==> config.mk <==
export PLATFORM = sky130hd
export DESIGN_NAME = rtc_alarm_top
export DESIGN_NICKNAME = d
export VERILOG_FILES = /design/src/rtl/rtc_pkg.sv /design/src/rtl/rtc_decode.sv /design/src/rtl/rtc_counter.sv /design/src/rtl/rtc_alarm.sv /design/src/rtl/rtc_readmux.sv /design/src/rtl/rtc_alarm_top.sv
export SDC_FILE = /design/constraint.sdc
export NUM_CORES = 1
export LEC_CHECK = 0
export ABC_CLOCK_PERIOD_IN_PS = 3700
export BUFFER_PORTS_ARGS = -buffer_cell sky130_fd_sc_hd__clkbuf_2
export CAP_MARGIN = 25
export CELL_PAD_IN_SITES_DETAIL_PLACEMENT = 0
export CELL_PAD_IN_SITES_GLOBAL_PLACEMENT = 1
export CORE_ASPECT_RATIO = 0.8
export CORE_MARGIN = 1
export CORE_UTILIZATION = 43
export DETAILED_ROUTE_END_ITERATION = 8
export PLACE_DENSITY_LB_ADDON = 0.1
export SYNTH_ARGS = -nofsm -noshare
export SYNTH_HDL_FRONTEND = slang
export SYNTH_SLANG_ARGS = --single-unit
==> constraint.sdc <==
create_clock -name clk -period 3.7 [get_ports clk]
set_input_delay 0.185 -clock clk [delete_from_list [all_inputs] [get_ports clk]]
set_output_delay 0.185 -clock clk [all_outputs]
set_load 0.02 [all_outputs]
==> src/rtl/rtc_pkg.sv <==
package rtc_pkg;

   // Register word indices (byte offset / 4); these positions are the bus map.
   localparam int unsigned WIDX_COUNT = 0;
   localparam int unsigned WIDX_MATCH = 1;
   localparam int unsigned WIDX_LOAD  = 2;
   localparam int unsigned WIDX_CTRL  = 3;
   localparam int unsigned WIDX_MASK  = 4;
   localparam int unsigned WIDX_RAW   = 5;
   localparam int unsigned WIDX_MSTAT = 6;
   localparam int unsigned WIDX_CLEAR = 7;

   // Number of identification words at the top of the window.
   localparam int unsigned ID_WORDS = 8;

   typedef enum logic [3:0] {
      RSEL_NONE,
      RSEL_COUNT,
      RSEL_MATCH,
      RSEL_LOAD,
      RSEL_CTRL,
      RSEL_MASK,
      RSEL_RAW,
      RSEL_MSTAT,
      RSEL_CLEAR,
      RSEL_IDENT
   } rtc_rsel_e;

   function automatic logic [7:0] ident_byte(input logic [2:0] idx);
      logic [7:0] b;
      case (idx)
         3'd0:    b = 8'h31;
         3'd1:    b = 8'h10;
         3'd2:    b = 8'h14;
         3'd3:    b = 8'h00;
         3'd4:    b = 8'h0D;
         3'd5:    b = 8'hF0;
         3'd6:    b = 8'h05;
         default: b = 8'hB1;
      endcase
      return b;
   endfunction

endpackage

==> src/rtl/rtc_decode.sv <==
module rtc_decode
   import rtc_pkg::*;
#(
   parameter int unsigned ADDR_W   = 12,
   parameter int unsigned WINDOW_W = 12
) (
   input  logic [ADDR_W-1:0] addr,
   output rtc_rsel_e         rsel,
   output logic [2:0]        id_idx
);
   localparam int unsigned WORD_W = WINDOW_W - 2;
   localparam int unsigned ID_TOP = WORD_W - 3;

   generate
      if (ADDR_W < WINDOW_W) begin : g_bad_addr
         $error("rtc_decode: ADDR_W must cover the register window");
      end
      if (WINDOW_W < 6) begin : g_bad_window
         $error("rtc_decode: WINDOW_W too small for the ident block");
      end
   endgenerate

   logic [WORD_W-1:0] word;
   assign word   = addr[WINDOW_W-1:2];
   assign id_idx = word[2:0];

   always_comb begin
      rsel = RSEL_NONE;
      if (&word[WORD_W-1:3]) begin
         rsel = RSEL_IDENT;
      end else if (word[WORD_W-1:3] == '0) begin
         case (word[2:0])
            3'(WIDX_COUNT): rsel = RSEL_COUNT;
            3'(WIDX_MATCH): rsel = RSEL_MATCH;
            3'(WIDX_LOAD):  rsel = RSEL_LOAD;
            3'(WIDX_CTRL):  rsel = RSEL_CTRL;
            3'(WIDX_MASK):  rsel = RSEL_MASK;
            3'(WIDX_RAW):   rsel = RSEL_RAW;
            3'(WIDX_MSTAT): rsel = RSEL_MSTAT;
            default:        rsel = RSEL_CLEAR;
         endcase
      end
   end

   // Unused upper address bits are ignored: the window repeats.
   logic unused_hi;
   generate
      if (ADDR_W > WINDOW_W) begin : g_hi
         assign unused_hi = ^addr[ADDR_W-1:WINDOW_W];
      end else begin : g_nohi
         assign unused_hi = 1'b0;
      end
   endgenerate
   logic unused_lo;
   assign unused_lo = ^addr[1:0] ^ unused_hi;

endmodule

==> src/rtl/rtc_counter.sv <==
module rtc_counter #(
   parameter int unsigned CNT_W = 32
) (
   input  logic             clk,
   input  logic             rst_n,
   input  logic             tick,
   input  logic             load_we,
   input  logic [CNT_W-1:0] load_val,
   output logic [CNT_W-1:0] count,
   output logic [CNT_W-1:0] load_q,
   output logic [CNT_W-1:0] count_nxt
);
   generate
      if (CNT_W < 8) begin : g_bad_w
         $error("rtc_counter: CNT_W must be at least 8");
      end
   endgenerate

   localparam logic [CNT_W-1:0] ONE = CNT_W'(1);

   always_comb begin
      if (load_we)   count_nxt = load_val;
      else if (tick) count_nxt = count + ONE;
      else           count_nxt = count;
   end

   always_ff @(posedge clk) begin
      if (!rst_n) begin
         count  <= '0;
         load_q <= '0;
      end else begin
         count <= count_nxt;
         if (load_we) load_q <= load_val;
      end
   end

   // a load replaces the count on the next edge
   a_r4_load_takes: assert property (@(posedge clk) disable iff (!rst_n)
      load_we |=> (count == $past(load_val)));

   // a tick without a load adds one, wrapping
   a_r3_tick_adds: assert property (@(posedge clk) disable iff (!rst_n)
      (tick && !load_we) |=> (count == $past(count) + ONE));

   // no tick and no load keeps the count
   a_r3_holds: assert property (@(posedge clk) disable iff (!rst_n)
      (!tick && !load_we) |=> $stable(count));

endmodule

==> src/rtl/rtc_alarm.sv <==
module rtc_alarm #(
   parameter int unsigned CNT_W = 32
) (
   input  logic             clk,
   input  logic             rst_n,
   input  logic             tick,
   input  logic             load_we,
   input  logic             match_we,
   input  logic             clear_we,
   input  logic             mask_we,
   input  logic [CNT_W-1:0] wdata,
   input  logic [CNT_W-1:0] count_nxt,
   output logic [CNT_W-1:0] match_q,
   output logic             raw,
   output logic             mask
);
   logic [CNT_W-1:0] match_nxt;
   logic             event_any;
   logic             hit;

   assign match_nxt = match_we ? wdata : match_q;
   assign event_any = tick | load_we | match_we;
   assign hit       = event_any && (count_nxt == match_nxt);

   always_ff @(posedge clk) begin
      if (!rst_n) begin
         match_q <= '0;
         raw     <= 1'b0;
         mask    <= 1'b0;
      end else begin
         match_q <= match_nxt;
         if (hit)           raw <= 1'b1;
         else if (clear_we) raw <= 1'b0;
         if (mask_we)       mask <= wdata[0];
      end
   end

   // a clear with no concurrent match drops the status
   a_r7_clear_drops: assert property (@(posedge clk) disable iff (!rst_n)
      (clear_we && !hit) |=> !raw);

   // raw status is sticky until cleared
   a_r5_sticky: assert property (@(posedge clk) disable iff (!rst_n)
      (raw && !clear_we) |=> raw);

   // mask stores bit 0 of the written data
   a_r8_mask_bit: assert property (@(posedge clk) disable iff (!rst_n)
      mask_we |=> (mask == $past(wdata[0])));

endmodule

==> src/rtl/rtc_readmux.sv <==
module rtc_readmux
   import rtc_pkg::*;
#(
   parameter int unsigned DATA_W    = 32,
   parameter bit          REG_RDATA = 1'b0
) (
   input  logic              clk,
   input  logic              rst_n,
   input  logic              rd_en,
   input  rtc_rsel_e         rsel,
   input  logic [2:0]        id_idx,
   input  logic [DATA_W-1:0] count,
   input  logic [DATA_W-1:0] match_q,
   input  logic [DATA_W-1:0] load_q,
   input  logic              raw,
   input  logic              mask,
   output logic [DATA_W-1:0] rdata
);
   localparam int unsigned PAD_W = DATA_W - 8;

   logic [DATA_W-1:0] mux;

   always_comb begin
      mux = '0;
      if (rd_en) begin
         case (rsel)
            RSEL_COUNT: mux = count;
            RSEL_MATCH: mux = match_q;
            RSEL_LOAD:  mux = load_q;
            RSEL_CTRL:  mux = DATA_W'(1);
            RSEL_MASK:  mux = DATA_W'(mask);
            RSEL_RAW:   mux = DATA_W'(raw);
            RSEL_MSTAT: mux = DATA_W'(raw & mask);
            RSEL_IDENT: mux = {{PAD_W{1'b0}}, ident_byte(id_idx)};
            default:    mux = '0;
         endcase
      end
   end

   generate
      if (REG_RDATA) begin : g_flop
         always_ff @(posedge clk) begin
            if (!rst_n) rdata <= '0;
            else        rdata <= mux;
         end
      end else begin : g_comb
         assign rdata = mux;
         logic unused_clk;
         assign unused_clk = clk ^ rst_n;
      end
   endgenerate

endmodule

==> src/rtl/rtc_alarm_top.sv <==
module rtc_alarm_top
   import rtc_pkg::*;
#(
   parameter int unsigned DATA_W    = 32,
   parameter int unsigned ADDR_W    = 12,
   parameter bit          REG_RDATA = 1'b0
) (
   input  logic              clk,
   input  logic              rst_n,
   input  logic              sec_tick,
   input  logic              bus_sel,
   input  logic              bus_wr,
   input  logic [ADDR_W-1:0] bus_addr,
   input  logic [DATA_W-1:0] bus_wdata,
   output logic [DATA_W-1:0] bus_rdata,
   output logic              irq
);
   localparam int unsigned WINDOW_W = 12;

   generate
      if (DATA_W < 8) begin : g_bad_data
         $error("rtc_alarm_top: DATA_W must hold an ident byte");
      end
   endgenerate

   rtc_rsel_e         rsel;
   logic [2:0]        id_idx;
   logic              wr_go, rd_go;
   logic              load_we, match_we, clear_we, mask_we;
   logic [DATA_W-1:0] count, load_q, count_nxt, match_q;
   logic              raw, mask;

   assign wr_go    = bus_sel & bus_wr;
   assign rd_go    = bus_sel & ~bus_wr;
   assign load_we  = wr_go && (rsel == RSEL_LOAD);
   assign match_we = wr_go && (rsel == RSEL_MATCH);
   assign clear_we = wr_go && (rsel == RSEL_CLEAR);
   assign mask_we  = wr_go && (rsel == RSEL_MASK);

   rtc_decode #(.ADDR_W(ADDR_W), .WINDOW_W(WINDOW_W)) u_dec (
      .addr   (bus_addr),
      .rsel   (rsel),
      .id_idx (id_idx)
   );

   rtc_counter #(.CNT_W(DATA_W)) u_cnt (
      .clk       (clk),
      .rst_n     (rst_n),
      .tick      (sec_tick),
      .load_we   (load_we),
      .load_val  (bus_wdata),
      .count     (count),
      .load_q    (load_q),
      .count_nxt (count_nxt)
   );

   rtc_alarm #(.CNT_W(DATA_W)) u_alm (
      .clk       (clk),
      .rst_n     (rst_n),
      .tick      (sec_tick),
      .load_we   (load_we),
      .match_we  (match_we),
      .clear_we  (clear_we),
      .mask_we   (mask_we),
      .wdata     (bus_wdata),
      .count_nxt (count_nxt),
      .match_q   (match_q),
      .raw       (raw),
      .mask      (mask)
   );

   rtc_readmux #(.DATA_W(DATA_W), .REG_RDATA(REG_RDATA)) u_rd (
      .clk     (clk),
      .rst_n   (rst_n),
      .rd_en   (rd_go),
      .rsel    (rsel),
      .id_idx  (id_idx),
      .count   (count),
      .match_q (match_q),
      .load_q  (load_q),
      .raw     (raw),
      .mask    (mask),
      .rdata   (bus_rdata)
   );

   assign irq = raw & mask;

   // a match write equal to the resulting count raises status at once
   a_r6_match_write_hits: assert property (@(posedge clk) disable iff (!rst_n)
      (match_we && !load_we && !sec_tick && (bus_wdata == count)) |=> raw);

   // writes to the status offsets never touch the count
   a_r9_status_write_inert: assert property (@(posedge clk) disable iff (!rst_n)
      (wr_go && (rsel == RSEL_RAW || rsel == RSEL_MSTAT || rsel == RSEL_CTRL)
       && !sec_tick) |=> $stable(count));

endmodule

# Word level (Yosys, flattened, before mapping)
# Cells that the tools add are included.
# op_classes
n_eq_ne	16
muxes	11
bitwise	7
n_reduce_logical	9
add_sub_neg	1
# ops
operator	count
$pmux 32 s8	1
$mux 32	4
$pmux 8 s7	1
$add 32x1->32 const B	1
$eq 32x32->1	1
$pmux 4 s7	1
$eq 4x3->1 const B	4
$eq 3x3->1 const B	3
$eq 4x2->1 const B	2
$eq 4x4->1 const B	2
$mux 4	2
$logic_not 7->1	1
$reduce_and 7->1	1
$eq 3x2->1 const B	2
$logic_and 1x1->1	5
$and 1x1->1	4
$eq 4x1->1 const B	1
$eq 3x1->1 const B	1
$logic_not 3->1	1
$mux 1	2
$or 1x1->1	2
$reduce_bool 2->1	1
$not 1->1	1
# word_totals
regBits	98
wordCells	49
input_bits	49
out_inout_bits	33

# Longest topological paths before layout
# logic_depth
word_depth	10
depth_mapped	15

# Modules after synthesis
# Synthesis repeated with hierarchy kept, for this count alone.
# hier_totals
cells_unflattened	705
area_unflattened_um2	6078.3
# modules_own_cells
mod	instances	cells_per_inst	seq_area_each_um2	area_per_inst_um2
rtc_counter	1	369	1281.2	3071.7
rtc_alarm	1	160	680.7	1686.6
rtc_readmux	1	141	0.0	1041.0
rtc_decode	1	26	0.0	197.7
rtc_alarm_top	1	9	0.0	81.3

# Least setup slack after synthesis
# OpenSTA, ideal clock, no wires.
# synth_timing
kind	register to register
startpoint	register u_cnt.count[0]
endpoint	register u_alm.raw
stages_incl_launch_ff	12
setup_time_ns	0.069
path_slack_ns	0.579
required_ns	3.631
arrival_time_ns	3.053
path_cell_list	dfxtp_1 ha_1 nand4_1 or4_1 clkbuf_1 nor3_1 xnor2_1 xnor2_1 or4_2 a22oi_1 nand4_1 o21ai_1
# synth_via
elab_chain_len	6
# synth_lines
item	line	source
start: declaration	rtc_counter.sv:9	output logic [CNT_W-1:0] count,
start signal: assignment	rtc_counter.sv:32	count <= count_nxt;
$add 32x1->32	rtc_counter.sv:23	else if (tick) count_nxt = count + ONE;
$mux 32 (*)	rtc_counter.sv:23	
$mux 32 (*)	rtc_counter.sv:22	if (load_we) count_nxt = load_val;
$eq 32x32->1 (*)	rtc_alarm.sv:23	assign hit = event_any && (count_nxt == match_nxt);
$logic_and 1x1->1 (*)	rtc_alarm.sv:23	
$mux 1 / $reduce_bool 2->1 (equally long branches)	-	
end signal: assignment	rtc_alarm.sv:28	raw <= 1'b0;
end signal: assignment	rtc_alarm.sv:32	if (hit) raw <= 1'b1;
end signal: assignment	rtc_alarm.sv:33	else if (clear_we) raw <= 1'b0;
end: declaration	rtc_alarm.sv:14	output logic raw,
# Every way passes the cells marked *; elsewhere a longest branch is shown, timed or not.
# A chain may end at the register's enable or synchronous reset.

# Worst setup path after layout
# layout_timing
startpoint	register u_cnt.count[6]
endpoint	register u_alm.raw
# The elaborated chain is that of the path after synthesis.

==> impl_metrics.toml <==
[die]
ios = 82
die_x_um = 140
initial_utilization = 0.439
dieArea_sq_mm = 0.0158
core_area_sq_mm = 0.0150
rows = 40
die_y_um = 113

[status]
status = "finished, final reports clean"

[finish]
area_growth_pct = 14.0
drive_gt1_frac = 0.151
fin_nets = 1020
post-route-util = 0.500
antenna_cells = 0

[global_routing]
grtUsageTotal = 0.288
grt_pass1_vias = 6183
grt_remaining_overflow = 0
grt_max_degree = 92
antenna_found_initial = 0
grt_pass1_wl_um = 34900

[synth]
netlist_instances = 908
ys_seq_area_frac = 0.299
yosysTopAreaCellShare = 0.299
synth_top_area_cell = "dfxtp_1"
ys_top_cells_by_area = "dfxtp_1 (30%), nand2_1 (9.1%), a21oi_1 (8.5%), xnor2_1 (7.1%), nor2_1 (6.9%)"
avgSynthCellArea_sq_um = 7.24
ys_seq_elements = 98
async_flop_share = 0
synthFlopType = "dfxtp_1"
syn_area_sq_mm = 0.00657
synth_nets = 962
synth_cell_types = 64
synth.most_common_cell = "nand2_1"
yosys_warnings = 0
synth_edf_count = 0
ys_top_cells_by_count = "nand2_1 (160), nor2_1 (121), a21oi_1 (112)"

[critical_path]
crit_required_ps = 3990
end_kind = "register"
r2r_slack_ps = 410
r2r_start = "u_cnt.count[6]"
crit_fanout = 8
crit_top_cell = "or4_1"
crit_chain = "nand4_4 -> or4_4 -> or4_1 -> and2_1 -> xnor2_1 -> nor4_1 -> a31oi_1 -> or4_1 -> o21ai_1"
critPathMaxStageDelay_ps = 670
worst-endpoint-arrival_ps = 3580
reg2reg_to = "u_alm.raw"
critPathLaunchType = "register"
reg2reg_depth = 9
crit_slowest_cell = "or4_4"
crit_type = "reg -> reg"

[drt]
dr.pass1.iters = 5
drc_errors = 0
dr.first_iter.drc_count = 474
drtAntennaViolNets = 0
post_drt_wl_per_cell_um = 19.4
via_count = 6817
routed_via_density = 5.88
totalWireLength_um = 22500

[clock_tree]
cts_max_level = 3
clkLatencyLatePin_ps = 360
cts_sinks = 98
cts-root-buf = "clkbuf_16"
path_clk_slew_ps = 70
cts_resized = 0
cts_tree = "done"
cts_setup_buffers = 0
cts_hold_buffers = 0
cts.path.max_buffers = 2
cts_buffers = 9

[power]
powerDensity_mw_per_mm2 = 311
leakage_uw = 0.00268
max-vdd-ir-drop_uv = 217

[flow_run]
maxCapViolations = 0

[min_path]
hold_depth = 3
hp-class = "in -> reg"
worstHoldEndpoint = "u_cnt.load_q[21]"
hp-start = "bus_wdata[21]"

[sta]
rsz0062_at_grt = "no"
fmax_mhz = 304
slew-limit-headroom = 0.299
finalSetupViolCount = 0
final.setup.tns_ps = 0
fin_crit_sh = 0.890
skew_ps = 9.57
hold_viol_final = 0
slew_viol_final = 0
final.min_clock_period_ps = 3290
worst_slew_pin_slew_ps = 1050

[placement]
port_buffers = 79
gp_congestion = 0.891
dp_hpwl_um = 16000
worst max-delay path by stage:
stage	from	end	slack, ps
2_1_floorplan	u_cnt.count[0]	u_alm.raw	580
3_3_place_gp	u_cnt.count[6]	u_alm.raw	500
3_5_place_dp	bus_addr[6]	u_alm.raw	450
4_1_cts	u_cnt.count[6]	u_alm.raw	450
5_1_grt	u_cnt.count[6]	u_alm.raw	310
6_report	u_cnt.count[6]	u_alm.raw	410
placed cells by master, fill, tap and decap left out, drive strengths merged, types with 5 or more instances in the layout:
master	synthesis	routed
a21o	5	5
buf	9	30
or3	5	5
nand4	10	10
clkbuf	53	89
a2111oi	7	7
and3	9	9
xor2	25	25
mux2i	42	42
dfxtp	98	98
nor4	10	10
a21oi	112	112
a31oi	8	8
or4	11	11
a211oi	24	24
nand3	23	23
nor2	121	121
and2	9	9
xnor2	53	53
o21ai	36	36
nand2	161	161
ha	5	5
inv	10	11
nor3	22	22
per-stage QoR:
step / instance area, sq um / hold WS, ps / instances / setup WS [ps] / power (uW)
CTS: 7490 / 88.0 / 1159 / 453 / 2330
finish: 7490 / 95.9 / 1159 / 407 / 2330
global route: 7490 / 101 / 1159 / 310 / 2400
floorplan: 6570 / 307 / 908 / 579 / 1220
detailed placement: 7180 / 444 / 1144 / 447 / 1320
global placement: 7180 / 437 / 1144 / 502 / 1310
routing by layer:
metal | track usage | up-vias | wire length, um
met4 | 0.0630 | 0 | 354
li1 | - | 3272 | -
met5 | 0 | - | 0
met1 | 0.410 | 3262 | 10700
met2 | 0.441 | 249 | 9730
met3 | 0.0648 | 34 | 1710
cells by family after synthesis:
family,after synthesis,synth area share
muxes,42,0.0640
AOI/OAI and AO/OA,219,0.200
xor gates and xnor gates,78,0.104
DFF,98,0.299
buffers and inverters,72,0.0478
and+or+nand+nor,394,0.276
adders and majority gates,5,0.00952
sequential cells by signal, indices dropped and copies added, names as in the netlist:
register       flops
u_alm.raw          1
u_alm.match_q     32
u_cnt.load_q      32
u_cnt.count       32
u_alm.mask         1
critical path, delay by kind of cell, from the launching register on:
| family | cells | cell delay [ps] |
|---|---|---|
| XOR/XNOR | 1 | 170 |
| flip-flops | 1 | 490 |
| AND/OR/NAND/NOR | 6 | 2380 |
| AO/OA/AOI/OAI | 2 | 190 |
final cells by class:
cell class | count | area [sq um]
clock buffers | 10 | 229
clock inverters | 5 | 78.8
fillers | 1522 | 7480
inverters | 10 | 37.5
multi-input cells | 738 | 4320
flip-flops and latches | 98 | 1960
well taps | 189 | 236
repair buffers | 109 | 621
power by group:
group / switching [uW] / internal [uW] / total (uW)
logic: 152 / 79.8 / 232
clock network: 442 / 590 / 1030
registers: 5.52 / 1060 / 1060
total: 600 / 1730 / 2330
No activity file was read; power rests on OpenSTA's default activity.
